===== src/rtl/nmru_pkg.sv =====
package nmru_pkg;
    typedef enum logic {
        ST_FILL = 1'b0,
        ST_FULL = 1'b1
    } fill_state_e;
endpackage


===== src/rtl/nmru_tag_array.sv =====
module nmru_tag_array #(
    parameter int ENTRIES = 64,
    parameter int TAG_W   = 16,
    parameter int IDX_W   = $clog2(ENTRIES)
) (
    input  logic               clk,
    input  logic               rst_n,
    input  logic               lookup_valid_i,
    input  logic [TAG_W-1:0]   lookup_tag_i,
    input  logic               wr_en_i,
    input  logic [IDX_W-1:0]   wr_idx_i,
    input  logic [TAG_W-1:0]   wr_tag_i,
    output logic               hit_o,
    output logic [IDX_W-1:0]   hit_idx_o,
    output logic [ENTRIES-1:0] valid_o
);
    logic [TAG_W-1:0]   tag_q [ENTRIES];
    logic [ENTRIES-1:0] valid_q;
    logic [ENTRIES-1:0] match;

    always_ff @(posedge clk) begin
        if (!rst_n) begin
            valid_q <= '0;
            for (int i = 0; i < ENTRIES; i++) tag_q[i] <= '0;
        end else if (wr_en_i) begin
            valid_q[wr_idx_i] <= 1'b1;
            tag_q[wr_idx_i]   <= wr_tag_i;
        end
    end

    // one comparator per entry
    for (genvar g = 0; g < ENTRIES; g++) begin : g_cmp
        assign match[g] = lookup_valid_i && valid_q[g] && (tag_q[g] == lookup_tag_i);
    end

    always_comb begin
        hit_idx_o = '0;
        for (int i = 0; i < ENTRIES; i++) begin
            if (match[i]) hit_idx_o = IDX_W'(i);
        end
    end

    assign hit_o   = |match;
    assign valid_o = valid_q;


    one_match_chk: assert property (@(posedge clk) disable iff (!rst_n)
        $onehot0(match));


    hit_needs_valid_chk: assert property (@(posedge clk) disable iff (!rst_n)
        hit_o |-> valid_q[hit_idx_o]);
endmodule


===== src/rtl/nmru_free_find.sv =====
module nmru_free_find #(
    parameter int ENTRIES = 64,
    parameter int IDX_W   = $clog2(ENTRIES)
) (
    input  logic [ENTRIES-1:0] valid_i,
    output logic               any_free_o,
    output logic               one_free_o,
    output logic [IDX_W-1:0]   free_idx_o
);
    logic [ENTRIES-1:0] empty;

    assign empty      = ~valid_i;
    assign any_free_o = |empty;
    assign one_free_o = any_free_o && ((empty & (empty - 1'b1)) == '0);

    always_comb begin
        free_idx_o = '0;
        for (int i = ENTRIES - 1; i >= 0; i--) begin
            if (empty[i]) free_idx_o = IDX_W'(i);
        end
    end
endmodule


===== src/rtl/nmru_ptr_ctrl.sv =====
module nmru_ptr_ctrl
    import nmru_pkg::*;
#(
    parameter int ENTRIES = 64,
    parameter int IDX_W   = $clog2(ENTRIES)
) (
    input  logic             clk,
    input  logic             rst_n,
    input  logic             hit_i,
    input  logic [IDX_W-1:0] hit_idx_i,
    input  logic             alloc_i,
    input  logic [IDX_W-1:0] free_idx_i,
    input  logic             one_free_i,
    output logic [IDX_W-1:0] wr_idx_o,
    output logic [IDX_W-1:0] victim_o
);
    localparam logic [IDX_W-1:0] LAST = IDX_W'(ENTRIES - 1);

    fill_state_e      state_q, state_d;
    logic [IDX_W-1:0] ptr_q;
    logic [IDX_W-1:0] ptr_inc;
    logic             touch;

    always_ff @(posedge clk) begin
        if (!rst_n) state_q <= ST_FILL;
        else        state_q <= state_d;
    end

    always_comb begin
        state_d = state_q;
        unique case (state_q)
            ST_FILL: if (alloc_i && one_free_i) state_d = ST_FULL; // FILL_DONE
            ST_FULL: state_d = ST_FULL;                             // HOLD_FULL
        endcase
    end

    always_comb begin
        wr_idx_o = ptr_q;
        unique case (state_q)
            ST_FILL: wr_idx_o = free_idx_i;
            ST_FULL: wr_idx_o = ptr_q;
        endcase
    end

    assign ptr_inc = (ptr_q == LAST) ? '0 : ptr_q + 1'b1;
    assign touch   = (hit_i && (hit_idx_i == ptr_q)) || (alloc_i && (wr_idx_o == ptr_q));

    always_ff @(posedge clk) begin
        if (!rst_n)     ptr_q <= '0;
        else if (touch) ptr_q <= ptr_inc;
    end

    assign victim_o = ptr_q;


    fill_tracks_ptr_chk: assert property (@(posedge clk) disable iff (!rst_n)
        (state_q == ST_FILL) |-> (free_idx_i == ptr_q));


    hit_ptr_adv_chk: assert property (@(posedge clk) disable iff (!rst_n)
        (hit_i && hit_idx_i == ptr_q && ptr_q != LAST) |=> (ptr_q == IDX_W'($past(ptr_q) + 1'b1)));


    other_hit_hold_chk: assert property (@(posedge clk) disable iff (!rst_n)
        (!alloc_i && !(hit_i && hit_idx_i == ptr_q)) |=> $stable(victim_o));


    wrap_chk: assert property (@(posedge clk) disable iff (!rst_n)
        (alloc_i && wr_idx_o == LAST && ptr_q == LAST) |=> (ptr_q == '0));


    stay_full_chk: assert property (@(posedge clk) disable iff (!rst_n)
        (state_q == ST_FULL) |=> (state_q == ST_FULL));
endmodule


===== src/rtl/nmru_tag_store.sv =====
module nmru_tag_store #(
    parameter int ENTRIES = 64,
    parameter int TAG_W   = 16,
    parameter int IDX_W   = $clog2(ENTRIES)
) (
    input  logic             clk,
    input  logic             rst_n,
    input  logic             lookup_valid_i,
    input  logic [TAG_W-1:0] lookup_tag_i,
    output logic             hit_o,
    output logic [IDX_W-1:0] hit_idx_o,
    input  logic             alloc_valid_i,
    input  logic [TAG_W-1:0] alloc_tag_i,
    output logic [IDX_W-1:0] victim_o
);
    logic [ENTRIES-1:0] valid_vec;
    logic               any_free, one_free;
    logic [IDX_W-1:0]   free_idx, wr_idx;

    nmru_tag_array #(.ENTRIES(ENTRIES), .TAG_W(TAG_W), .IDX_W(IDX_W)) u_array (
        .clk           (clk),
        .rst_n         (rst_n),
        .lookup_valid_i(lookup_valid_i),
        .lookup_tag_i  (lookup_tag_i),
        .wr_en_i       (alloc_valid_i),
        .wr_idx_i      (wr_idx),
        .wr_tag_i      (alloc_tag_i),
        .hit_o         (hit_o),
        .hit_idx_o     (hit_idx_o),
        .valid_o       (valid_vec)
    );

    nmru_free_find #(.ENTRIES(ENTRIES), .IDX_W(IDX_W)) u_free (
        .valid_i   (valid_vec),
        .any_free_o(any_free),
        .one_free_o(one_free),
        .free_idx_o(free_idx)
    );

    nmru_ptr_ctrl #(.ENTRIES(ENTRIES), .IDX_W(IDX_W)) u_ctrl (
        .clk       (clk),
        .rst_n     (rst_n),
        .hit_i     (hit_o),
        .hit_idx_i (hit_idx_o),
        .alloc_i   (alloc_valid_i),
        .free_idx_i(free_idx),
        .one_free_i(one_free),
        .wr_idx_o  (wr_idx),
        .victim_o  (victim_o)
    );


    reset_victim_chk: assert property (@(posedge clk)
        $past(!rst_n) |-> (victim_o == '0));


    full_alloc_target_chk: assert property (@(posedge clk) disable iff (!rst_n)
        (alloc_valid_i && !any_free) |-> (wr_idx == victim_o));
endmodule


===== config.mk =====
export PLATFORM = sky130hd
export DESIGN_NAME = nmru_tag_store
export DESIGN_NICKNAME = d
export VERILOG_FILES = /design/src/rtl/nmru_pkg.sv /design/src/rtl/nmru_tag_array.sv /design/src/rtl/nmru_free_find.sv /design/src/rtl/nmru_ptr_ctrl.sv /design/src/rtl/nmru_tag_store.sv
export SDC_FILE = /design/constraint.sdc
export NUM_CORES = 2
export LEC_CHECK = 0
export ABC_AREA = 1
export BUFFER_PORTS_ARGS = -buffer_cell sky130_fd_sc_hd__buf_2
export CAP_MARGIN = 15
export CORE_ASPECT_RATIO = 1.5
export CORE_MARGIN = 2
export CORE_UTILIZATION = 30
export DETAILED_ROUTE_END_ITERATION = 10
export HOLD_SLACK_MARGIN = 0.06
export PLACE_DENSITY_LB_ADDON = 0.2
export RECOVER_POWER = 25
export REMOVE_ABC_BUFFERS = 1
export SETUP_SLACK_MARGIN = 0.3
export SLEW_MARGIN = 15
export SYNTH_ARGS = -nofsm -noshare
export SYNTH_HDL_FRONTEND = slang
export SYNTH_SLANG_ARGS = --single-unit

===== constraint.sdc =====
create_clock -name clk -period 7.7 [get_ports clk]
set_input_delay 1.54 -clock clk [delete_from_list [all_inputs] [get_ports clk]]
set_output_delay 1.54 -clock clk [all_outputs]
set_load 0.01 [all_outputs]

==> summary.md <==
| Metric | Value |
|---|---|
| Cells after Synth | `5383` |
| Die outline width | `350 microns` |
| DRC viols | `0` |
| Finished Layout Cells | `8063` |
| Setup violators final | `428` |
| Vias/cell | `5.46` |
| Skew-Pair Late Insertion Delay | `0.73 ns` |
| WHS Path Cells | `2` |
| Synth area leaders | `edfxtp_1, nor2_1, nand2_1` |
| Layout Skew | `0.0274 ns` |
| Most frequent cell after synthesis | `nor2_1` |
| GR Layer Usage met1 | `28.5%` |
| PnR worst setup slack | `-0.269 ns` |
| Syn avg cell area | `10.0 sq um` |
| Final worst-path cycle share | `103%` |
| Global-route wire length before repair | `321000 microns` |
| Leak pwr | `23.4 nW` |
| Sw Share | `25.7%` |
| Area growth, synth to finish | `16.4%` |
| Most used cell, CP | `nand2_1` |
| Fin. Hold Viols | `0` |
| Max_cap viols | `0` |
| CTS Buf Count | `105` |
| Top Ports | `49` |
| Crit-path max FO | `6` |
| Logic pwr share | `10.0%` |
| Outcome | `finished, violations left` |
| Clock Path Buffers | `3` |
| Net switching power figure | `3.54 mW` |
| Floorplan row count | `190` |
| H-tree depth | `3` |
| GPL Wtd Cong | `0.945` |
| Share of the synthesized area in the top cell type | `57.0%` |
| DP Worst Slack | `-0.615 ns` |
| Yosys top cell by area | `edfxtp_1` |
| Met2 usage | `44.3%` |
| Register area | `32200 sq um` |
| Share of power burned in the clock network | `40.1%` |
| Routed via count | `44000` |
| Die Span Y | `523 microns` |
| WL per Instance | `28.6 microns` |
| Hold Path Origin | `u_array.valid_o[58]` |
| Worst path arrival time | `6.43 ns` |
| Setup Crit Path Kind | `input pin to primary output` |
| Crit Reg-Reg Endpoint | `u_array.tag_q[3][9]` |
| Placed insts | `7848` |
| Crit. End Element | `primary output` |
| FILL cells | `18100` |
| Final design utilization | `35.2%` |
| Post-Synthesis Cell Area | `53900 sq um` |
| CTS clk-pin slew, worst paths | `0.07 ns` |
| Sequential area share after synthesis | `59.6%` |
| Final HPWL DP | `154000 microns` |
| Worst slew pin tran | `1.13 ns` |
| Reg-to-reg critical path startpoint | `u_array.valid_o[62]` |
| Failing checks | `negative setup slack` |
| Slew HR | `24.9%` |
| Worst VDD drop | `159 uV` |
| Vias in the first global route | `43100` |
| F_max | `0.125 GHz` |
| Seq pwr share | `49.8%` |
| Top FF cell, synth | `edfxtp_1` |
| Cell Pwr Density | `219 nW/um^2` |
| Met3 GRT Util | `2.92%` |
| Fraction of layout cells with a size suffix above 1 | `16.4%` |
| Required @ worst endpoint | `6.16 ns` |
| Slowest CP cell | `buf_12` |
| Initial Util | `30.2%` |
| Core area | `179000 sq um` |
| Multi-input logic area | `19200 sq um` |
| Unrepaired setup endpoints after global routing | `yes` |
| Starting DRT DRC Count | `4326` |
| Clock root cell | `clkbuf_16` |
| Most frequent cells after synthesis | `nor2_1, edfxtp_1, nand2_1, o21ai_0, inv_1` |
| Internal power | `10.2 mW` |
| # port buffers | `48` |
| Post-Route WL | `231000 microns` |
| Worst Hold Path EP | `u_array.valid_o[58]` |
| DIE AREA | `183000 sq um` |
| Clk sinks | `1095` |
| CTS tree | `yes` |
| Worst r2r path cells | `62` |
| Reg-to-reg slack, setup | `-0.19 ns` |
| Synth warn | `0` |
| Slew Limit Fails | `0` |
| Fin crit period | `7.97 ns` |
| Largest net degree at the start of global routing | `50` |
| TNS Setup | `-25.68 ns` |
| Hold WC Path Type | `flop to flop` |
| Flop and latch count out of synthesis | `1095` |
| Total grt overflow | `0` |
| Post-synth EDFFs | `1024` |
| Final ANT Viol Nets | `0` |
| Antenna violations before repair | `7` |
| Netlist cell types | `60` |
| Nets | `5607` |
| Async SR Flop Fraction | `0%` |
| Total Routing Usage GR | `24.7%` |
| Pwr Total | `13.7 mW` |
| Most used routing layer | `met2` |
| TritonRoute pass-1 iters | `5` |
| Worst Setup Start Kind | `input pin` |
| Critical Path Max Stage Delay | `0.18 ns` |
| # hold bufs at CTS | `0` |
==> cells in the final DEF, fill, tap and decap left out, types with 35 or more instances in the layout <==
| cell | Yosys | final |
|---|---|---|
| nor2_1 | 1134 | 1138 |
| edfxtp_1 | 1024 | 1024 |
| nand2_1 | 821 | 823 |
| buf_4 | 8 | 345 |
| o21ai_0 | 314 | 312 |
| inv_1 | 213 | 200 |
| o22ai_1 | 190 | 190 |
| xor2_1 | 154 | 154 |
| nor2_2 | 121 | 115 |
| nor4_1 | 113 | 110 |
| clkbuf_16 | 0 | 106 |
| a22o_1 | 90 | 90 |
| a221oi_1 | 83 | 79 |
| or2_2 | 79 | 79 |
| nand4_1 | 74 | 74 |
| dfxtp_1 | 71 | 71 |
| nor3_1 | 57 | 55 |
| xnor2_1 | 49 | 47 |
| o211ai_1 | 47 | 47 |
| nand3_1 | 49 | 46 |
| a211oi_1 | 47 | 45 |
| a21oi_1 | 38 | 37 |
| nand2_2 | 25 | 35 |
| clkbuf_1 | 174 | 35 |
==> per-stage QoR <==
| step | cell area [sq um] | hold slack (ns) |
|---|---|---|
| 3_5_place_dp | 58800 | 0.540 |
| 3_3_place_gp | 58800 | 0.519 |
| 4_1_cts | 62900 | 0.555 |
| 6_report | 62800 | 0.562 |
| 5_1_grt | 62800 | 0.595 |
| 2_1_floorplan | 52100 | 0.460 |
==> layer usage <==
| metal | wire length [microns] | share of wire (%) | vias up |
|---|---|---|---|
| met1 | 85800 | 37 | 22300 |
| met3 | 13400 | 5.8 | 513 |
| met4 | 14900 | 6.5 | 6 |
| li1 | - | - | 19400 |
| met5 | 38 | 0.016 | - |
| met2 | 116000 | 50 | 1796 |
==> cell families after synthesis <==
group / count (synthesis) / share of synthesized area (%)
XOR/XNOR: 203 / 3.30
AND/OR/NAND/NOR: 2524 / 20.3
adder cells (fa/ha/maj): 1 / 0.0232
AO/OA/AOI/OAI: 944 / 11.7
buffers and inverters: 616 / 4.99
flip-flops: 1095 / 59.6
==> power by group through the flow <==
stage / clock network [mW] / logic (mW) / registers (mW)
2_1_floorplan: 0 / 0.628 / 6.92
3_3_place_gp: 0 / 1.35 / 6.97
3_5_place_dp: 0 / 1.36 / 6.97
4_1_cts: 5.58 / 1.38 / 6.84
5_1_grt: 5.77 / 1.45 / 6.87
6_report: 5.52 / 1.38 / 6.85
==> area by class of cell <==
class | count | share of cell area (%)
Clock buffer | 149 | 4.72
Sequential cell | 1095 | 51.2
Multi-Input combinational cell | 3672 | 30.5
Tap cell | 2400 | 4.78
Timing Repair inverter | 2 | 0.0319
Timing Repair Buffer | 455 | 6.09
Clock inverter | 48 | 0.939
Inverter | 239 | 1.65
Antenna cell | 3 | 0.0120
==> state kept, by name (all words and copies together) (netlist names) <==
register	flops
u_ctrl.victim_o	6
u_ctrl.state_q	1
u_array.valid_o	64
u_array.tag_q	1024
==> worst max path at each step <==
stage,start,to,slack [ns],cells after the start
4_1_cts,lookup_tag_i[5],hit_idx_o[0],-0.20,61
6_report,lookup_tag_i[5],hit_idx_o[0],-0.27,70
2_1_floorplan,lookup_tag_i[9],hit_idx_o[0],-0.57,67
3_5_place_dp,lookup_tag_i[0],hit_idx_o[0],-0.61,69
3_3_place_gp,lookup_tag_i[0],hit_idx_o[0],-0.91,69
5_1_grt,lookup_tag_i[11],hit_idx_o[0],-0.80,72
==> critical path, delay by kind of cell <==
| kind | cells | cell delay, ns |
|---|---|---|
| compound gates | 1 | 0.06 |
| buf+inv | 4 | 0.50 |
| simple gates | 65 | 4.30 |
==> repair_timing <==
item                                    in CTS  in global routing
cloned                                       2                  1
endpoints found under the setup margin       3                  3
setup buffers                               11                  1
pin swaps                                   20                 34
resized for setup                           91                 29
(Power assumes the default switching activity.)
